### src/rtl/vsag_pkg.sv
// Package: vsag_pkg
// Shared widths, reset values and types for the three-phase sag detector.
// Assumes amplitudes and run lengths are unsigned.
package vsag_pkg;
    localparam int unsigned DEF_PHASES = 3;
    localparam int unsigned DEF_AMP_W  = 8;
    localparam int unsigned DEF_CNT_W  = 8;

    // Decoded view of the shared settings, as seen by every phase tracker.
    typedef struct packed {
        logic [DEF_AMP_W-1:0] level;
        logic [DEF_CNT_W-1:0] target;
    } vsag_cfg_t;
endpackage

### src/rtl/vsag_cfg_regs.sv
// Module: vsag_cfg_regs
// Holds the shared sag level and the required run length. Produces an
// effective target in which a length of 0 is raised to 1, plus a pulse that
// clears every run count. Assumes the write strobes are synchronous to clk.
module vsag_cfg_regs #(
    parameter int unsigned AMP_W = 8,
    parameter int unsigned CNT_W = 8
) (
    input  logic             clk,
    input  logic             rst_n,
    input  logic             lvl_we,
    input  logic [AMP_W-1:0] lvl_wdata,
    input  logic             cyc_we,
    input  logic [CNT_W-1:0] cyc_wdata,
    output logic [AMP_W-1:0] level_q,
    output logic [CNT_W-1:0] cyc_q,
    output logic [CNT_W-1:0] target_q,
    output logic             run_clear
);
    localparam logic [CNT_W-1:0] CYC_RESET = '1;
    localparam logic [AMP_W-1:0] LVL_RESET = '0;
    localparam logic [CNT_W-1:0] ONE       = CNT_W'(1);

    // Level register: reset to zero, loaded on its write strobe.
    always_ff @(posedge clk) begin
        if (!rst_n)      level_q <= LVL_RESET;
        else if (lvl_we) level_q <= lvl_wdata;
    end

    // Run-length register and its effective target (a length of zero acts as one).
    always_ff @(posedge clk) begin
        if (!rst_n) begin
            cyc_q    <= CYC_RESET;
            target_q <= CYC_RESET;
        end else if (cyc_we) begin
            cyc_q    <= cyc_wdata;
            target_q <= (cyc_wdata == '0) ? ONE : cyc_wdata;
        end
    end

    // Any write to either register restarts all runs.
    always_comb run_clear = lvl_we | cyc_we;

    // reset values of the shared registers
    a_r1_cfg_reset: assert property (@(posedge clk)
        !rst_n |=> (level_q == LVL_RESET && cyc_q == CYC_RESET));
    // the effective target is never zero
    a_r5_target_nonzero: assert property (@(posedge clk) disable iff (!rst_n)
        target_q != '0);
    // a written run length appears in the register on the next cycle
    a_r7_cyc_loaded: assert property (@(posedge clk) disable iff (!rst_n)
        cyc_we |=> cyc_q == $past(cyc_wdata));
    // a written level appears in the register on the next cycle
    a_r7_lvl_loaded: assert property (@(posedge clk) disable iff (!rst_n)
        lvl_we |=> level_q == $past(lvl_wdata));
endmodule

### src/rtl/vsag_phase_track.sv
// Module: vsag_phase_track
// Per-phase tracker for consecutive half-cycles below the level. The count
// rises on each low strobe, saturates at the target, and drops to zero on a
// high strobe or on run_clear. Raises a one-clock event when the count reaches
// the target. Assumes target is never zero.
module vsag_phase_track #(
    parameter int unsigned AMP_W = 8,
    parameter int unsigned CNT_W = 8
) (
    input  logic             clk,
    input  logic             rst_n,
    input  logic             strobe,
    input  logic [AMP_W-1:0] amp,
    input  logic [AMP_W-1:0] level,
    input  logic [CNT_W-1:0] target,
    input  logic             run_clear,
    output logic             sag_pulse
);
    localparam logic [CNT_W-1:0] ONE = CNT_W'(1);

    logic [CNT_W-1:0] run_cnt;
    logic [CNT_W-1:0] run_inc;
    logic             below;
    logic             room;
    logic             hit;

    // Compare the amplitude with the level and work out whether this strobe completes a run.
    always_comb begin
        below   = amp < level;
        room    = run_cnt < target;
        run_inc = run_cnt + ONE;
        hit     = strobe && below && room && (run_inc == target) && !run_clear;
    end

    // Run counter: clear, saturating increment, or reset on a high half-cycle.
    always_ff @(posedge clk) begin
        if (!rst_n)         run_cnt <= '0;
        else if (run_clear) run_cnt <= '0;
        else if (strobe) begin
            if (!below)     run_cnt <= '0;
            else if (room)  run_cnt <= run_inc;
        end
    end

    // Registered one-clock sag event.
    always_ff @(posedge clk) begin
        if (!rst_n) sag_pulse <= 1'b0;
        else        sag_pulse <= hit;
    end

    // the count never goes past the target
    a_r4_cnt_bound: assert property (@(posedge clk) disable iff (!rst_n)
        run_cnt <= target);
    // a low strobe below the target steps the count by one
    a_r2_count_up: assert property (@(posedge clk) disable iff (!rst_n)
        (strobe && below && room && !run_clear) |=> run_cnt == $past(run_cnt) + ONE);
    // a strobe at or above the level empties the run
    a_r3_high_clears: assert property (@(posedge clk) disable iff (!rst_n)
        (strobe && !below) |=> run_cnt == '0);
    // a register write empties the run
    a_r7_write_clears: assert property (@(posedge clk) disable iff (!rst_n)
        run_clear |=> run_cnt == '0);
    // no strobe and no write leaves the count alone
    a_r9_hold: assert property (@(posedge clk) disable iff (!rst_n)
        (!strobe && !run_clear) |=> $stable(run_cnt));
    // the event lasts exactly one clock
    a_r4_single_pulse: assert property (@(posedge clk) disable iff (!rst_n)
        sag_pulse |=> !sag_pulse);
    // the event only appears with the count sitting at the target
    a_r4_pulse_at_target: assert property (@(posedge clk) disable iff (!rst_n)
        sag_pulse |-> run_cnt == target);
    // no event follows a cycle in which the level was zero
    a_r6_level_zero_quiet: assert property (@(posedge clk) disable iff (!rst_n)
        (level == '0) |=> !sag_pulse);
endmodule

### src/rtl/vsag_monitor.sv
// Module: vsag_monitor
// Top of the three-phase sag detector. One configuration block is shared by
// all phases, and a generate loop builds one tracker per phase. Assumes each
// phase's amplitude is valid in the cycle its half_done bit is high.
module vsag_monitor #(
    parameter int unsigned NUM_PH = vsag_pkg::DEF_PHASES,
    parameter int unsigned AMP_W  = vsag_pkg::DEF_AMP_W,
    parameter int unsigned CNT_W  = vsag_pkg::DEF_CNT_W
) (
    input  logic                    clk,
    input  logic                    rst_n,
    input  logic [NUM_PH-1:0]       half_done,
    input  logic [NUM_PH*AMP_W-1:0] amp_in,
    input  logic                    lvl_we,
    input  logic [AMP_W-1:0]        lvl_wdata,
    input  logic                    cyc_we,
    input  logic [CNT_W-1:0]        cyc_wdata,
    output logic [NUM_PH-1:0]       sag_event
);
    logic [AMP_W-1:0] level_q;
    logic [CNT_W-1:0] cyc_q;
    logic [CNT_W-1:0] target_q;
    logic             run_clear;

    vsag_cfg_regs #(.AMP_W(AMP_W), .CNT_W(CNT_W)) u_cfg (
        .clk       (clk),
        .rst_n     (rst_n),
        .lvl_we    (lvl_we),
        .lvl_wdata (lvl_wdata),
        .cyc_we    (cyc_we),
        .cyc_wdata (cyc_wdata),
        .level_q   (level_q),
        .cyc_q     (cyc_q),
        .target_q  (target_q),
        .run_clear (run_clear)
    );

    for (genvar p = 0; p < NUM_PH; p++) begin : g_phase
        vsag_phase_track #(.AMP_W(AMP_W), .CNT_W(CNT_W)) u_trk (
            .clk       (clk),
            .rst_n     (rst_n),
            .strobe    (half_done[p]),
            .amp       (amp_in[p*AMP_W +: AMP_W]),
            .level     (level_q),
            .target    (target_q),
            .run_clear (run_clear),
            .sag_pulse (sag_event[p])
        );
    end

    // an event on a phase needs a strobe on that same phase one cycle earlier
    a_r8_event_needs_strobe: assert property (@(posedge clk) disable iff (!rst_n)
        (sag_event & ~$past(half_done)) == '0);
    // a register write is never followed by an event
    a_r7_no_event_after_write: assert property (@(posedge clk) disable iff (!rst_n)
        (lvl_we || cyc_we) |=> sag_event == '0);
endmodule

### config.mk
export PLATFORM = sky130hd
export DESIGN_NAME = vsag_monitor
export DESIGN_NICKNAME = d
export VERILOG_FILES = /design/src/rtl/vsag_pkg.sv /design/src/rtl/vsag_cfg_regs.sv /design/src/rtl/vsag_phase_track.sv /design/src/rtl/vsag_monitor.sv
export SDC_FILE = /design/constraint.sdc
export NUM_CORES = 1
export LEC_CHECK = 0
export BUFFER_PORTS_ARGS = -buffer_cell sky130_fd_sc_hd__buf_2
export CORE_MARGIN = 2
export CORE_UTILIZATION = 64
export CTS_CLUSTER_DIAMETER = 150
export DETAILED_ROUTE_END_ITERATION = 8
export PLACE_DENSITY = 0.95
export SLEW_MARGIN = 15
export SYNTH_ARGS = -nofsm -noshare
export SYNTH_HDL_FRONTEND = slang
export SYNTH_HIERARCHICAL = 1
export SYNTH_SLANG_ARGS = --single-unit
### constraint.sdc
create_clock -name clk -period 6.9 [get_ports clk]
set_input_delay 1.38 -clock clk [delete_from_list [all_inputs] [get_ports clk]]
set_output_delay 1.38 -clock clk [all_outputs]
set_load 0.005 [all_outputs]
# After elaboration in Yosys (flattened, before gate mapping)
# Cells that the tools add are included.
[totals] regBits=43 input_bits=47 output_inout_bits=3
[classes] addsub=3 eq_ne=6 reduce_logical=18 n_mux=7 n_bitwise=2 magnitude_cmp=6
[ops] op="8-bit two-way mux" n=7
[ops] op="8-bit less-than comparator" n=6
[ops] op="8-bit by 1-bit adder with 8-bit output (second input constant)" n=3
[ops] op="8-bit == test" n=3
[ops] op="1-bit logical AND" n=12
[ops] op="8-bit logical NOT" n=1
[ops] op="2-bit != test (second input constant)" n=3
[ops] op="2-bit AND reduction" n=3
[ops] op="2-bit OR reduction" n=1
[ops] op="1-bit logical NOT" n=1
[ops] op="1-bit NOT" n=1
[ops] op="1-bit bitwise OR" n=1

# Longest topological paths before layout
[logic_depth] ltp_word=5 ltp_mapped=9 ltp_nobuf=8

# Hierarchy
# The synthesis kept the hierarchy.
[modules_own_cells] mod="vsag_phase_track" seq_area_each_um2=180.2 area_per_inst_um2=1079.8 instances=3 cells_per_inst=130
[modules_own_cells] mod="vsag_cfg_regs" seq_area_each_um2=480.5 area_per_inst_um2=854.6 instances=1 cells_per_inst=87

# Least setup slack after synthesis
# OpenSTA, ideal clock, no wires.
[synth_path] path_type="in2reg" from="input lvl_we" to="register g_phase[0].u_trk.sag_pulse" arrival_time_ps=2726 cell_stages=7 setup_slack_ps=4087 path_buffers=2 setup_time_ps=87 cell_sequence="buf_2 or2_2 nand2b_1 buf_1 nor3_1 o2111ai_1 nor4b_2"
[synth_via] elab_chain_cells=3
[synth_rtl] element="start, declared" line="vsag_monitor.sv:14" source="input logic lvl_we,"
[synth_rtl] element="1-bit bitwise OR" line="vsag_cfg_regs.sv:42" source="always_comb run_clear = lvl_we | cyc_we;"
[synth_rtl] element="net run_clear" line="vsag_monitor.sv:23" source="logic run_clear;"
[synth_rtl] element="1-bit logical NOT" line="vsag_phase_track.sv:32" source="hit = strobe && below && room && (run_inc == target) && !run_clear;"
[synth_rtl] element="1-bit logical AND" line="vsag_phase_track.sv:32"
[synth_rtl] element="end signal, assigned" line="vsag_phase_track.sv:48" source="else sag_pulse <= hit;"
[synth_rtl] element="end, declared" line="vsag_phase_track.sv:17" source="output logic sag_pulse"
# The timed path passes the listed nets, and every way through them passes these cells.
# A chain may end at the register's enable or synchronous reset.

# Worst setup path in the final report
[layout_path] from="input amp_in[6]" to="register g_phase[0].u_trk.run_cnt[2]"
[layout_via] elab_chain_cells=3
[layout_rtl] element="start, declared" line="vsag_monitor.sv:13" source="input logic [NUM_PH*AMP_W-1:0] amp_in,"
[layout_rtl] element="8-bit less-than comparator *" line="vsag_phase_track.sv:29" source="below = amp < level;"
[layout_rtl] element="2-bit != test (no source line)"
[layout_rtl] element="2-bit AND reduction (no source line)"
[layout_rtl] element="end signal, assigned" line="vsag_phase_track.sv:41" source="else if (room) run_cnt <= run_inc;"
[layout_rtl] element="end, declared" line="vsag_phase_track.sv:21" source="logic [CNT_W-1:0] run_cnt;"
# Every way passes the cells marked *; elsewhere a longest branch is shown, timed or not.

==> results.py <==
metrics = {
    "status": {
        "outcome": "finished, final reports clean",
    },
    "layout": {
        "multiInputGateArea_um2": 2720,
        "antenna_cells": 0,
        "syn2layout_area_growth_pct": 9.33,
        "fin_nets": 591,
        "nFillCells": 421,
        "layout-drive-gt1-share": 0.189,
        "layout.area.seq_um2": 861,
    },
    "clocking": {
        "cts_resized": 0,
        "post-cts-setup-buffers": 0,
        "cts_sinks": 43,
        "cts_tree": "done",
        "cts_buffers": 5,
        "cts_buffer_depth": 2,
        "clock_tree.root_cell": "clkbuf_8",
        "hold_buffers": 0,
        "htree_levels": 2,
        "clk_latency_ps": 310,
        "cts.clk_slew.worst_paths_ps": 90,
    },
    "placed_design": {
        "dp_hpwl_um": 6880,
        "gp_congestion": 0.884,
        "port_buffers": 49,
    },
    "global_routing": {
        "antenna_found_initial": 0,
        "top_usage_layer": "met2",
        "grt_usage": 0.290,
        "grt_pass1_vias": 3308,
        "grt_max_degree": 23,
        "grt_pass1_wl_um": 15100,
        "overflow": 0,
        "met3_usage": 0.0418,
        "met1_usage": 0.363,
        "gr-usage-met2": 0.506,
    },
    "route": {
        "wl_per_cell_um": 15.6,
        "routed_via_density": 6.10,
        "drt_iter0_markers": 323,
        "wl_um": 8940,
        "post-route-drc-count": 0,
        "dr.pass1.iters": 5,
        "vias": 3487,
        "antenna_left": 0,
    },
    "timing": {
        "report.final.slew_viol_count": 0,
        "finalHoldViolCount": 0,
        "finalCritPeriodShare": 0.409,
        "skew_ps": 10.9,
        "slew_headroom": 0.556,
        "grt_setup_unrepaired": "false",
        "setup_viol": 0,
        "clock.fmax_mhz": 355,
        "tightest_slew_ps": 665,
        "fin_tns_setup_ps": 0,
        "fin_crit_ps": 2820,
    },
    "yosys": {
        "netlist_area_um2": 3860,
        "syn_inst": 453,
        "yosysWarnings": 6,
        "syn_avg_cell_area_um2": 8.53,
        "synth_nets": 548,
    },
    "power_and_ir_drop": {
        "p_int_uw": 386,
        "switching_share": 0.327,
        "peakVddDrop_mv": 0.124,
        "seqPwrFrac": 0.471,
        "total_power_uw": 573,
        "p_sw_uw": 188,
        "power_density_nw_per_um2": 136,
        "cellLeakagePower_nw": 1.80,
        "clock_power_share": 0.298,
        "pwr-share-comb": 0.231,
    },
    "die": {
        "die_h_um": 81.7,
        "die_area_um2": 6670,
        "die_w_um": 81.7,
        "placementRows": 28,
        "initial_core_util": 0.656,
        "core-area_um2": 5890,
        "ios": 50,
    },
    "critical_path": {
        "crit_arrival_ps": 3050,
        "crit_fanout": 8,
        "crit_path_end_kind": "flip-flop",
        "startpoint_type": "primary input",
        "crit_type": "in2reg",
        "cp.required_ps": 7130,
    },
    "hold_path": {
        "hold_class": "reg2reg",
    },
    "job": {
        "cap_violations": 0,
    },
}
==> power groups by stage <==
stage	combinational, mW	clock (mW)	sequential (mW)
after floorplan	0.0970	0	0.270
after global placement	0.122	0	0.275
after detailed placement	0.130	0	0.275
after CTS	0.132	0.172	0.269
after global routing	0.147	0.180	0.271
final	0.132	0.171	0.270
==> registers in the layout, summed over array words and instances, names as in the netlist <==
name and count:
g_phase.u_trk/run_cnt 24, u_cfg/level_q 8, u_cfg/target_q 8, g_phase.u_trk/sag_pulse 3
==> worst paths after layout <==
path	startpoint	to	slack, ps	depth (start not counted)
worst max-delay path	amp_in[6]	g_phase[0].u_trk/run_cnt[2]	4080	7
worst min-delay path	g_phase[1].u_trk/run_cnt[0]	g_phase[1].u_trk/run_cnt[0]	540	2
worst max register to register	u_cfg/target_q[2]	g_phase[0].u_trk/sag_pulse	4330	8
worst min register to register	g_phase[1].u_trk/run_cnt[0]	g_phase[1].u_trk/run_cnt[0]	540	2
==> layer usage <==
metal	vias to the layer above	wire, um
met5	-	0
met4	0	227
met3	15	493
met2	133	4430
met1	1630	3800
li1	1709	-
==> final cells by class <==
class,instances,area share
inverter,56,0.0498
timing repair buffer,49,0.0581
tap,75,0.0222
sequential,43,0.204
multi-input combinational,341,0.644
clock inverter,3,0.00592
clock buffer,5,0.0163
==> metrics by stage <==
stage / utilization / instances / setup WS, ps / hold slack [ps] / area, um^2
2_1_floorplan: - / 453 / 4090 / 482 / 3860
3_3_place_gp: 0.702 / 564 / 3870 / 499 / 4130
3_5_place_dp: 0.702 / 564 / 3820 / 510 / 4130
4_1_cts: 0.718 / 572 / 4110 / 523 / 4220
5_1_grt: 0.718 / 572 / 4000 / 560 / 4220
6_report: 0.718 / 572 / 4080 / 535 / 4220
==> worst max-delay path: stages <==
cell and delay, ps:
buf_2 110, ha_1 300, a21o_1 190, a221o_1 440
nor2_2 310, nand4b_1 170, a21oi_1 160
==> cell usage in the layout (no fill, tap or decap), types with 5 or more instances in the layout <==
| cell | count |
|---|---|
| nand3_1 | 36 |
| ha_1 | 48 |
| mux2i_1 | 8 |
| nand4b_1 | 9 |
| o21ai_0 | 16 |
| xor2_1 | 6 |
| dfxtp_1 | 43 |
| or2_1 | 6 |
| buf_2 | 49 |
| o211ai_1 | 9 |
| o21a_1 | 6 |
| and3_1 | 9 |
| nor2_1 | 18 |
| xnor2_1 | 24 |
| nor2b_1 | 11 |
| a21oi_1 | 30 |
| nand2_1 | 15 |
| clkbuf_8 | 5 |
| o2111ai_1 | 6 |
| nor3_1 | 9 |
| a21boi_0 | 8 |
| inv_1 | 56 |
Power figures use the tool's default switching activity.
